File: src/rtl/fec_pkg.sv
package fec_pkg;
    localparam int CODE_W   = 32;
    localparam int IDX_W    = 5;
    localparam int NUM_FIFO = 3;

    localparam int BIT_ACK_SM   = 20;
    localparam int BIT_MAIN_SM  = 21;
    localparam int BIT_CNTR     = 22;
    localparam int BIT_WR_FULL  = 28;
    localparam int BIT_RD_EMPTY = 29;
    localparam int BIT_BOTH     = 30;

    localparam logic [CODE_W-1:0] INTR_MASK    = 32'h7000_0007;
    localparam logic [CODE_W-1:0] ALERT_MASK   = 32'h0070_0000;
    localparam logic [CODE_W-1:0] DEFINED_MASK = INTR_MASK | ALERT_MASK;

    typedef struct packed {
        logic [CODE_W-1:0] code;
    } code_state_t;

    typedef struct packed {
        logic [IDX_W-1:0]  idx;
        logic [CODE_W-1:0] pulse;
    } inject_state_t;

    function automatic logic idx_defined(input logic [IDX_W-1:0] i);
        return DEFINED_MASK[i];
    endfunction
endpackage

File: src/rtl/fifo_fault_classify.sv
module fifo_fault_classify #(
    parameter int NUM_FIFO = fec_pkg::NUM_FIFO
) (
    input  logic [NUM_FIFO-1:0] full_i,
    input  logic [NUM_FIFO-1:0] empty_i,
    input  logic [NUM_FIFO-1:0] wr_i,
    input  logic [NUM_FIFO-1:0] rd_i,
    output logic [NUM_FIFO-1:0] src_o,
    output logic                wr_full_o,
    output logic                rd_empty_o,
    output logic                both_o
);
    logic [NUM_FIFO-1:0] wf, re, fe;

    for (genvar k = 0; k < NUM_FIFO; k++) begin : g_fifo
        assign wf[k]    = wr_i[k] & full_i[k];
        assign re[k]    = rd_i[k] & empty_i[k];
        assign fe[k]    = full_i[k] & empty_i[k];
        assign src_o[k] = wf[k] | re[k] | fe[k];
    end

    assign wr_full_o  = |wf;
    assign rd_empty_o = |re;
    assign both_o     = |fe;
endmodule

File: src/rtl/fault_inject.sv
module fault_inject
    import fec_pkg::*;
(
    input  logic              clk_i,
    input  logic              rst_ni,
    input  logic              we_i,
    input  logic [IDX_W-1:0]  idx_i,
    output logic [IDX_W-1:0]  idx_o,
    output logic [CODE_W-1:0] pulse_o
);
    inject_state_t st_d, st_q;

    always_comb begin
        st_d       = st_q;
        st_d.pulse = '0;
        if (we_i) begin
            st_d.idx = idx_i;
            if (idx_defined(idx_i)) begin
                st_d.pulse[idx_i] = 1'b1;
            end
        end
    end

    always_ff @(posedge clk_i or negedge rst_ni) begin
        if (!rst_ni) begin
            st_q <= '0;
        end else begin
            st_q <= st_d;
        end
    end

    assign idx_o   = st_q.idx;
    assign pulse_o = st_q.pulse;
endmodule

File: src/rtl/fatal_err_collect.sv
module fatal_err_collect
    import fec_pkg::*;
(
    input  logic                clk_i,
    input  logic                rst_ni,
    input  logic [NUM_FIFO-1:0] fifo_full_i,
    input  logic [NUM_FIFO-1:0] fifo_empty_i,
    input  logic [NUM_FIFO-1:0] fifo_wr_i,
    input  logic [NUM_FIFO-1:0] fifo_rd_i,
    input  logic                ack_sm_err_i,
    input  logic                main_sm_err_i,
    input  logic                cntr_err_i,
    input  logic                reg_we_i,
    input  logic                reg_sel_i,
    input  logic [CODE_W-1:0]   reg_wdata_i,
    output logic [CODE_W-1:0]   reg_rdata_o,
    output logic                fatal_intr_o,
    output logic                fatal_alert_o
);
    logic [NUM_FIFO-1:0] fifo_src;
    logic                ev_wr_full, ev_rd_empty, ev_both;
    logic [IDX_W-1:0]    test_idx;
    logic [CODE_W-1:0]   force_vec;
    logic [CODE_W-1:0]   new_err;
    code_state_t         st_d, st_q;

    fifo_fault_classify #(.NUM_FIFO(NUM_FIFO)) u_classify (
        .full_i     (fifo_full_i),
        .empty_i    (fifo_empty_i),
        .wr_i       (fifo_wr_i),
        .rd_i       (fifo_rd_i),
        .src_o      (fifo_src),
        .wr_full_o  (ev_wr_full),
        .rd_empty_o (ev_rd_empty),
        .both_o     (ev_both)
    );

    fault_inject u_inject (
        .clk_i   (clk_i),
        .rst_ni  (rst_ni),
        .we_i    (reg_we_i & reg_sel_i),
        .idx_i   (reg_wdata_i[IDX_W-1:0]),
        .idx_o   (test_idx),
        .pulse_o (force_vec)
    );

    always_comb begin
        new_err                = '0;
        new_err[NUM_FIFO-1:0]  = fifo_src;
        new_err[BIT_WR_FULL]   = ev_wr_full;
        new_err[BIT_RD_EMPTY]  = ev_rd_empty;
        new_err[BIT_BOTH]      = ev_both;
        new_err[BIT_ACK_SM]    = ack_sm_err_i;
        new_err[BIT_MAIN_SM]   = main_sm_err_i;
        new_err[BIT_CNTR]      = cntr_err_i;
        st_d.code = (st_q.code | new_err | force_vec) & DEFINED_MASK;
    end

    always_ff @(posedge clk_i or negedge rst_ni) begin
        if (!rst_ni) begin
            st_q <= '0;
        end else begin
            st_q <= st_d;
        end
    end

    assign fatal_intr_o  = |(st_q.code & INTR_MASK);
    assign fatal_alert_o = |(st_q.code & ALERT_MASK);
    assign reg_rdata_o   = reg_sel_i ? {{(CODE_W-IDX_W){1'b0}}, test_idx} : st_q.code;
endmodule

File: config.mk
export PLATFORM = sky130hd
export DESIGN_NAME = fatal_err_collect
export DESIGN_NICKNAME = d
export VERILOG_FILES = /design/src/rtl/fec_pkg.sv /design/src/rtl/fifo_fault_classify.sv /design/src/rtl/fault_inject.sv /design/src/rtl/fatal_err_collect.sv
export SDC_FILE = /design/constraint.sdc
export NUM_CORES = 1
export LEC_CHECK = 0
export ABC_AREA = 1
export BUFFER_PORTS_ARGS = -buffer_cell sky130_fd_sc_hd__buf_4
export CORE_MARGIN = 4
export CORE_UTILIZATION = 45
export CTS_BUF_LIST = sky130_fd_sc_hd__clkbuf_16
export CTS_CLUSTER_DIAMETER = 150
export DETAILED_ROUTE_END_ITERATION = 10
export PLACE_DENSITY = 0.78
export SLEW_MARGIN = 15
export SYNTH_ARGS = -nofsm -noshare
export SYNTH_HDL_FRONTEND = slang
export SYNTH_HIERARCHICAL = 1
export SYNTH_SLANG_ARGS = --single-unit
File: constraint.sdc
create_clock -name clk_i -period 1.62 [get_ports clk_i]
set_clock_uncertainty 0.05 [all_clocks]
set_input_delay 0.162 -clock clk_i [delete_from_list [all_inputs] [get_ports clk_i]]
set_output_delay 0.162 -clock clk_i [all_outputs]
set_load 0.02 [all_outputs]
==> results.toml, run 1 <==
[run_status]
status = "complete, no violations"

[floorplanning]
initial_core_util = 0.479
die_h_um = 59.6
io_pins = 85
die_area_mm2 = 0.00355
core_area_mm2 = 0.00250
rows = 18
die_x_um = 59.6

[placed_design]
hpwl_mm = 1.87
numPortBuffers = 36
placed_area_mm2 = 0.00141
dp.cells = 215
place.gp.congestion = 0.799

[sta]
final-setup-viol-count = 0
final.setup.tns_ns = 0
fmax_ghz = 0.792
holdWs_ns = 0.0352
finalHoldViolations = 0
period_share = 0.779
finalMaxSlewViolations = 0
rsz0062_at_grt = "false"
fin_crit_ns = 1.26

[route]
vias = 962
via_per_inst = 4.37
wl_per_cell_um = 10.3
drt.antenna.violating_nets = 0
routed_wl_mm = 2.26
initialDrtViolationCount = 29
route.detailed.drc = 0
drtPass1Iterations = 4

[worst_hold_path]
hold_path.class = "input port to flop"
hold_start = "ack_sm_err_i"

[clock_network]
clkSinkCount = 23
cts_setup_buffers = 0
clock_latency_ns = 0.25
htreeDepth = 1
clock-root-buffer = "clkbuf_16"
clk_path_buf_depth = 2
path_clk_slew_ns = 0.06
numCtsBuffers = 3
cts_tree = "done"

[worst_setup_path]
slowest_delay_ns = 0.40
crit_family = "flip-flops"
crit_chain = "nor2_1 -> nand3_1 -> buf_4"
endpoint_kind = "output pin"
worst_r2r_startpoint = "st_q[2]"
crit_start = "st_q[2]"
path_buf_inv = 1
crit_arrival_ns = 1.05
critPathKind = "flop to output pin"
cp_slowest_cell = "dfrtp_1"
startpoint_type = "flop"
critPathRequiredTime_ns = 1.41
path_max_fanout = 3

[grt]
grt_overflow = 0
grt_pass1_vias = 908
grt_pass1_wl_mm = 3.68
grt_antenna_before_repair = 0
grt_max_degree = 24
grt.total_usage = 0.140

[cells_and_area]
antenna_cells = 0
layout.cells.non_filler = 220
layout.nets = 242
area_delta_synth_final_pct = 25.1
final_layout_size_suffix_gt1_frac = 0.253
post-route-util = 0.599
finalInstanceArea_mm2 = 0.00150
num-fill-cells = 217

[power]
vdd_drop_max_mv = 0.537
p_leak_nw = 0.814
powerDensity_mw_per_mm2 = 905

[logic_synthesis]
synth_warnings = 6
syn_inst = 151
syn_area_per_cell_um2 = 7.93
syn_area_mm2 = 0.00120

[flow_run]
drv_cap = 0
-- worst register-to-register path, delay by kind of cell (launching register included) --
family	cells	cell delay, ns
simple gates	2	0.17
flops	1	0.40
-- placed cells by master, fill, tap and decap left out --
cell type and count:
nand2_1 26, o21ai_0 5, nor2_2 3, clkbuf_16 3, buf_4 37, dfrtp_1 23, a21oi_2 3, clkinv_2 1
nand3_1 13, conb_1 21, nor2_1 28, dlygate4sd3_1 1, nand2_2 1, inv_1 25
-- power by group --
part	internal (mW)	leakage (nW)	switching, mW
Combinational	0.0888	0.511	0.145
Clock	0.331	0.0409	0.187
Sequential	0.592	0.262	0.0112
Total	1.01	0.814	0.343
-- flip-flops by register name, indices dropped and copies added, names as in the netlist --
| name | flops |
|---|---|
| st_q | 9 |
| u_inject/pulse_o | 9 |
| u_inject/idx_o | 5 |
-- worst paths after layout --
check                                          to  slack, ns  depth (start not counted)
max in group asynchronous                 st_q[2]       1.02                          2
worst max register to register            st_q[2]       0.88                          2
worst min register to register           st_q[20]       0.39                          2
worst min-delay path                     st_q[20]       0.04                          3
min in group asynchronous       u_inject/idx_o[4]       0.27                          2
worst max-delay path                 fatal_intr_o       0.36                          3
-- area by class of cell --
cell class                      count  area (um2)  area share
Clock buffer                        3        75.1      0.0501
Clock inverter                      1        5.00     0.00334
Inverter                           25        93.8      0.0627
Multi-Input combinational cell    100         423       0.282
Sequential cell                    23         576       0.384
Tap cell                           30        37.5      0.0251
Timing Repair Buffer               38         288       0.192
-- routing by layer --
| metal | up-vias | routed length [um] | global-route usage |
|---|---|---|---|
| met3 | 5 | 292 | 0.0327 |
| met2 | 57 | 1070 | 0.245 |
| met4 | 0 | 38 | 0.0665 |
| met5 | - | 0 | 0 |
| met1 | 418 | 859 | 0.161 |
| li1 | 482 | - | - |
-- through the flow --
step                setup WS, ns  total power, mW
detailed placement         0.494            0.846
global route               0.321             1.42
CTS                        0.364             1.37
global placement           0.526            0.840
finish                     0.357             1.36
floorplan                  0.557            0.785
-- what timing repair did --
action | CTS | global route
gates resized for setup | 0 | 0
hold endpoints to repair | 23 | 0
hold buffers | 1 | 0
(Power assumes the default switching activity.)
==> run 2: changes to the inputs <==
==> constraint.sdc (replaced) <==
create_clock -name clk_i -period 1.21 [get_ports clk_i]
set_clock_uncertainty 0.05 [all_clocks]
set_input_delay 0.121 -clock clk_i [delete_from_list [all_inputs] [get_ports clk_i]]
set_output_delay 0.121 -clock clk_i [all_outputs]
set_load 0.02 [all_outputs]
==> run 2 against run 1 <==
Non-clock buffer count is 3 higher. Global-route usage is 0.36 points lower. Sequential share of layout area is 0.82 points lower. Final area is 2.2% higher. Flip-flop and latch count stayed put. Sequential power is 34% higher. First-iteration DRC count is 21% lower. Critical path depth stayed put. Via count is 4.6% higher. Die area stayed put. Hold slack better by 0.013 ns. Critical path type unchanged. Largest cell class unchanged. Highest routed layer unchanged.
==> results.toml, run 2 (synthesis gave the netlist of run 1 again) <==
[power]
power.switching_mw = 0.459
powerDensity_mw_per_mm2 = 1190
seq_power_share = 0.444
vdd_drop_max_mv = 1.06
sw_frac_of_total = 0.252
p_leak_nw = 0.827
internal_power_mw = 1.36
power_frac_comb = 0.177
clockPowerShare = 0.380

[route]
drt.antenna.violating_nets = 0
route.detailed.drc = 0
drtPass1Iterations = 4
wl_per_cell_um = 10.2
initialDrtViolationCount = 23
via_per_inst = 4.51
routed_wl_mm = 2.29
vias = 1006

[clock_network]
path_clk_slew_ns = 0.06
htreeDepth = 1
cts_tree = "done"
clk_path_buf_depth = 2
clock_latency_ns = 0.25
numCtsBuffers = 3
clock-root-buffer = "clkbuf_16"
clkSinkCount = 23

[cells_and_area]
num-fill-cells = 230
final_common_cell = "buf_4"
final_cell_mix = "buf_4, nor2_1, nand2_1"
final_layout_size_suffix_gt1_frac = 0.254
layout.nets = 245
antenna_cells = 0
finalInstanceArea_mm2 = 0.00153
layout.cells.non_filler = 223
area_delta_synth_final_pct = 27.8

[sta]
rsz0062_at_grt = "true"
fin_crit_ns = 1.18
finalMaxSlewViolations = 0
fmax_ghz = 0.846
finalHoldViolations = 0
holdWs_ns = 0.0483
period_share = 0.977
final-setup-viol-count = 0

[grt]
grt_overflow = 0
grt_pass1_vias = 907
grt_max_degree = 24
grt_antenna_before_repair = 0
grt.total_usage = 0.137
grt_pass1_wl_mm = 3.58

[placed_design]
place.gp.congestion = 0.770
hpwl_mm = 1.88
dp.cells = 215
numPortBuffers = 36
placed_area_mm2 = 0.00141

[worst_setup_path]
critPathKind = "flop to output pin"
rr_worst_depth = 2
worst_r2r_startpoint = "st_q[2]"
crit_arrival_ns = 1.01
reg2reg_to = "st_q[2]"
startpoint_type = "flop"
crit_start = "st_q[2]"
endpoint_kind = "output pin"
reg2reg_setup_slack_ns = 0.47
critPathRequiredTime_ns = 1.04
path_max_fanout = 3
crit_end = "fatal_intr_o"

[floorplanning]
core_area_mm2 = 0.00250
die_x_um = 59.6
initial_core_util = 0.479
rows = 18
io_pins = 85
die_area_mm2 = 0.00355
die_h_um = 59.6

[worst_hold_path]
hold_path.class = "input port to flop"

[run_status]
status = "complete, no violations"

[flow_run]
drv_cap = 0
## run 2: area by class of cell
class                      instances  area [um2]  area share
timing repair buffer              41         318       0.208
tap                               30        37.5      0.0245
clock inverter                     1        5.00     0.00327
inverter                          25        93.8      0.0613
sequential                        23         576       0.376
multi-input combinational        100         425       0.278
clock buffer                       3        75.1      0.0491
## run 2: what timing repair did
action	CTS	global route
hold buffers	4	0
pin swaps	0	1
setup buffers	0	0
gates resized for setup	1	2
hold endpoints to repair	26	0
endpoints found under the setup margin	1	4
## run 2: routing by layer
metal	track usage	wire length, um	share of wire
met5	0	0	0
met3	0.0218	263	0.12
met1	0.148	848	0.37
met2	0.245	1080	0.47
met4	0.0854	96	0.042
## run 2: critical path, cell delays in order (launching register included)
cell and delay (ns):
dfrtp_1 0.40, nor2_2 0.12, nand3_1 0.07, buf_4 0.16
## run 2: worst min path at each step
stage                        endpoint  cells past startpoint           start
global route        u_inject/idx_o[1]                      3  reg_wdata_i[1]
global placement    u_inject/idx_o[4]                      1          rst_ni
floorplan                     st_q[0]                      0          rst_ni
detailed placement  u_inject/idx_o[2]                      1          rst_ni
CTS                 u_inject/idx_o[1]                      3  reg_wdata_i[1]
finish              u_inject/idx_o[1]                      3  reg_wdata_i[1]
## run 2: stage by stage
stage	setup WS (ns)	TNS (ns)	total power, mW	util
3_5_place_dp	0.131	0	1.13	0.563
4_1_cts	0.00536	0	1.84	0.612
2_1_floorplan	0.188	0	1.05	-
5_1_grt	-0.0381	-0.0381	1.91	0.612
6_report	0.0276	0	1.82	0.612
3_3_place_gp	0.177	0	1.12	0.563
## run 2: power by group through the flow
| stage | clock [mW] | combinational (mW) | sequential [mW] |
|---|---|---|---|
| floorplan | 0 | 0.233 | 0.818 |
| global placement | 0 | 0.303 | 0.820 |
| detailed placement | 0 | 0.312 | 0.821 |
| CTS | 0.714 | 0.322 | 0.809 |
| global route | 0.748 | 0.352 | 0.810 |
| finish | 0.691 | 0.322 | 0.808 |
==> run 3: changes to the inputs <==
--- a/config.mk
+++ b/config.mk
@@ -12,7 +12,8 @@
 export CTS_BUF_LIST = sky130_fd_sc_hd__clkbuf_16
 export CTS_CLUSTER_DIAMETER = 150
 export DETAILED_ROUTE_END_ITERATION = 10
-export PLACE_DENSITY = 0.78
+export PLACE_DENSITY = 0.77
+export REMOVE_ABC_BUFFERS = 1
 export SLEW_MARGIN = 15
 export SYNTH_ARGS = -nofsm -noshare
 export SYNTH_HDL_FRONTEND = slang
==> run 3 against run 2 <==
First-iteration DRC count fell by 52%. Sequential share of layout area shrank 0.30 points. Flip-flop and latch count stayed put. Critical path depth stayed put. Power increased by 0.51%. Worst setup slack worse by 0.018 ns. Sequential power is essentially flat. Hold slack got worse by 0.047 ns. Core utilization increased by 0.50 points.
==> results.toml, run 3 (synthesis gave the netlist of run 1 again) <==
[cells_and_area]
multiInputGateArea_um2 = 437
antenna_cells = 0
layout.nets = 245
final_layout_size_suffix_gt1_frac = 0.275
post-route-util = 0.617
num-fill-cells = 227
seq_area_um2 = 576
final_cell_mix = "buf_4, nor2_1, nand2_1"
area_delta_synth_final_pct = 28.8
final_common_cell = "buf_4"
layout.cells.non_filler = 223

[placed_design]
dp.cells = 216
place.gp.congestion = 0.837
hpwl_mm = 1.82
numPortBuffers = 36
post-place-ws_ns = 0.181

[clock_network]
clock-root-buffer = "clkbuf_16"
clkSinkCount = 23
cts_tree = "done"
htreeDepth = 1
cts_setup_buffers = 0
path_clk_slew_ns = 0.06
numCtsBuffers = 3
clk_path_buf_depth = 2
clock_latency_ns = 0.25

[floorplanning]
rows = 18
die_area_mm2 = 0.00355
initial_core_util = 0.479
core_area_mm2 = 0.00250
io_pins = 85
die_h_um = 59.6
die_x_um = 59.6

[worst_hold_path]
hold_path.class = "input port to flop"
hold_start = "cntr_err_i"

[worst_setup_path]
path_max_fanout = 3
worst_r2r_startpoint = "st_q[30]"
startpoint_type = "flop"
endpoint_kind = "output pin"
crit_start = "st_q[1]"
critPathRequiredTime_ns = 1.04
critPathKind = "flop to output pin"
crit_arrival_ns = 1.03

[grt]
grt_pass1_wl_mm = 3.65
grt_max_degree = 24
grt_pass1_vias = 880
grt_antenna_before_repair = 0
grt_overflow = 0
grt.total_usage = 0.140

[power]
p_leak_nw = 0.830
powerDensity_mw_per_mm2 = 1190
finalPower_mw = 1.83
vdd_drop_max_mv = 0.839

[route]
wl_per_cell_um = 10.6
initialDrtViolationCount = 11
drt.antenna.violating_nets = 0
routed_wl_mm = 2.36
drtPass1Iterations = 4
vias = 981
route.detailed.drc = 0
via_per_inst = 4.40

[sta]
period_share = 0.992
holdWs_ns = 0.00125
finalMaxSlewViolations = 0
rsz0062_at_grt = "true"
final-setup-viol-count = 0
fmax_ghz = 0.833
fin_ws_ns = 0.00994
fin_crit_ns = 1.20
finalHoldViolations = 0

[flow_run]
drv_cap = 0

[run_status]
status = "complete, no violations"
## run 3: what timing repair did
item	CTS	global route
pin swaps	0	2
setup endpoints to repair	1	3
gates resized for setup	1	7
hold endpoints to repair	25	0
hold buffers	3	0
## run 3: final cells by class
class / instances / share of cell area
clock buffer: 3 / 0.0487
clock inverter: 1 / 0.00324
inverter: 25 / 0.0608
multi-input combinational: 100 / 0.283
sequential: 23 / 0.373
tap: 30 / 0.0243
timing repair buffer: 41 / 0.207
## run 3: final timing paths
path                                           to  slack [ns]  cells past startpoint
worst min register to register           st_q[29]        0.38                      2
min in group asynchronous       u_inject/idx_o[3]        0.23                      2
max in group asynchronous                 st_q[2]        0.65                      2
worst max register to register           st_q[30]        0.46                      2
worst max-delay path                 fatal_intr_o        0.01                      3
worst min-delay path                     st_q[22]       0.001                      3
## run 3: report_power, final
part | internal (mW) | total, mW | switching (mW) | leakage (nW)
logic | 0.127 | 0.325 | 0.198 | 0.528
registers | 0.793 | 0.807 | 0.0148 | 0.262
clock network | 0.444 | 0.698 | 0.254 | 0.0409
total | 1.36 | 1.83 | 0.467 | 0.830
## run 3: metal layers
layer,global-route usage,up-vias,part of all wire
li1,-,492,-
met4,0.0665,0,0.012
met3,0.0283,3,0.090
met5,0,-,0
met1,0.159,440,0.39
met2,0.248,46,0.51
## run 3: through the flow
stage	instance area (um2)	setup TNS [ns]
final	1540	0
after global routing	1540	-0.0425
after CTS	1530	0
after detailed placement	1420	0
after global placement	1420	0
after floorplan	1090	0
## run 3: critical path, stage by stage, from the launching register on
cell and delay, ns:
dfrtp_1 0.41, nor2_2 0.15, nand3_2 0.09, buf_6 0.13
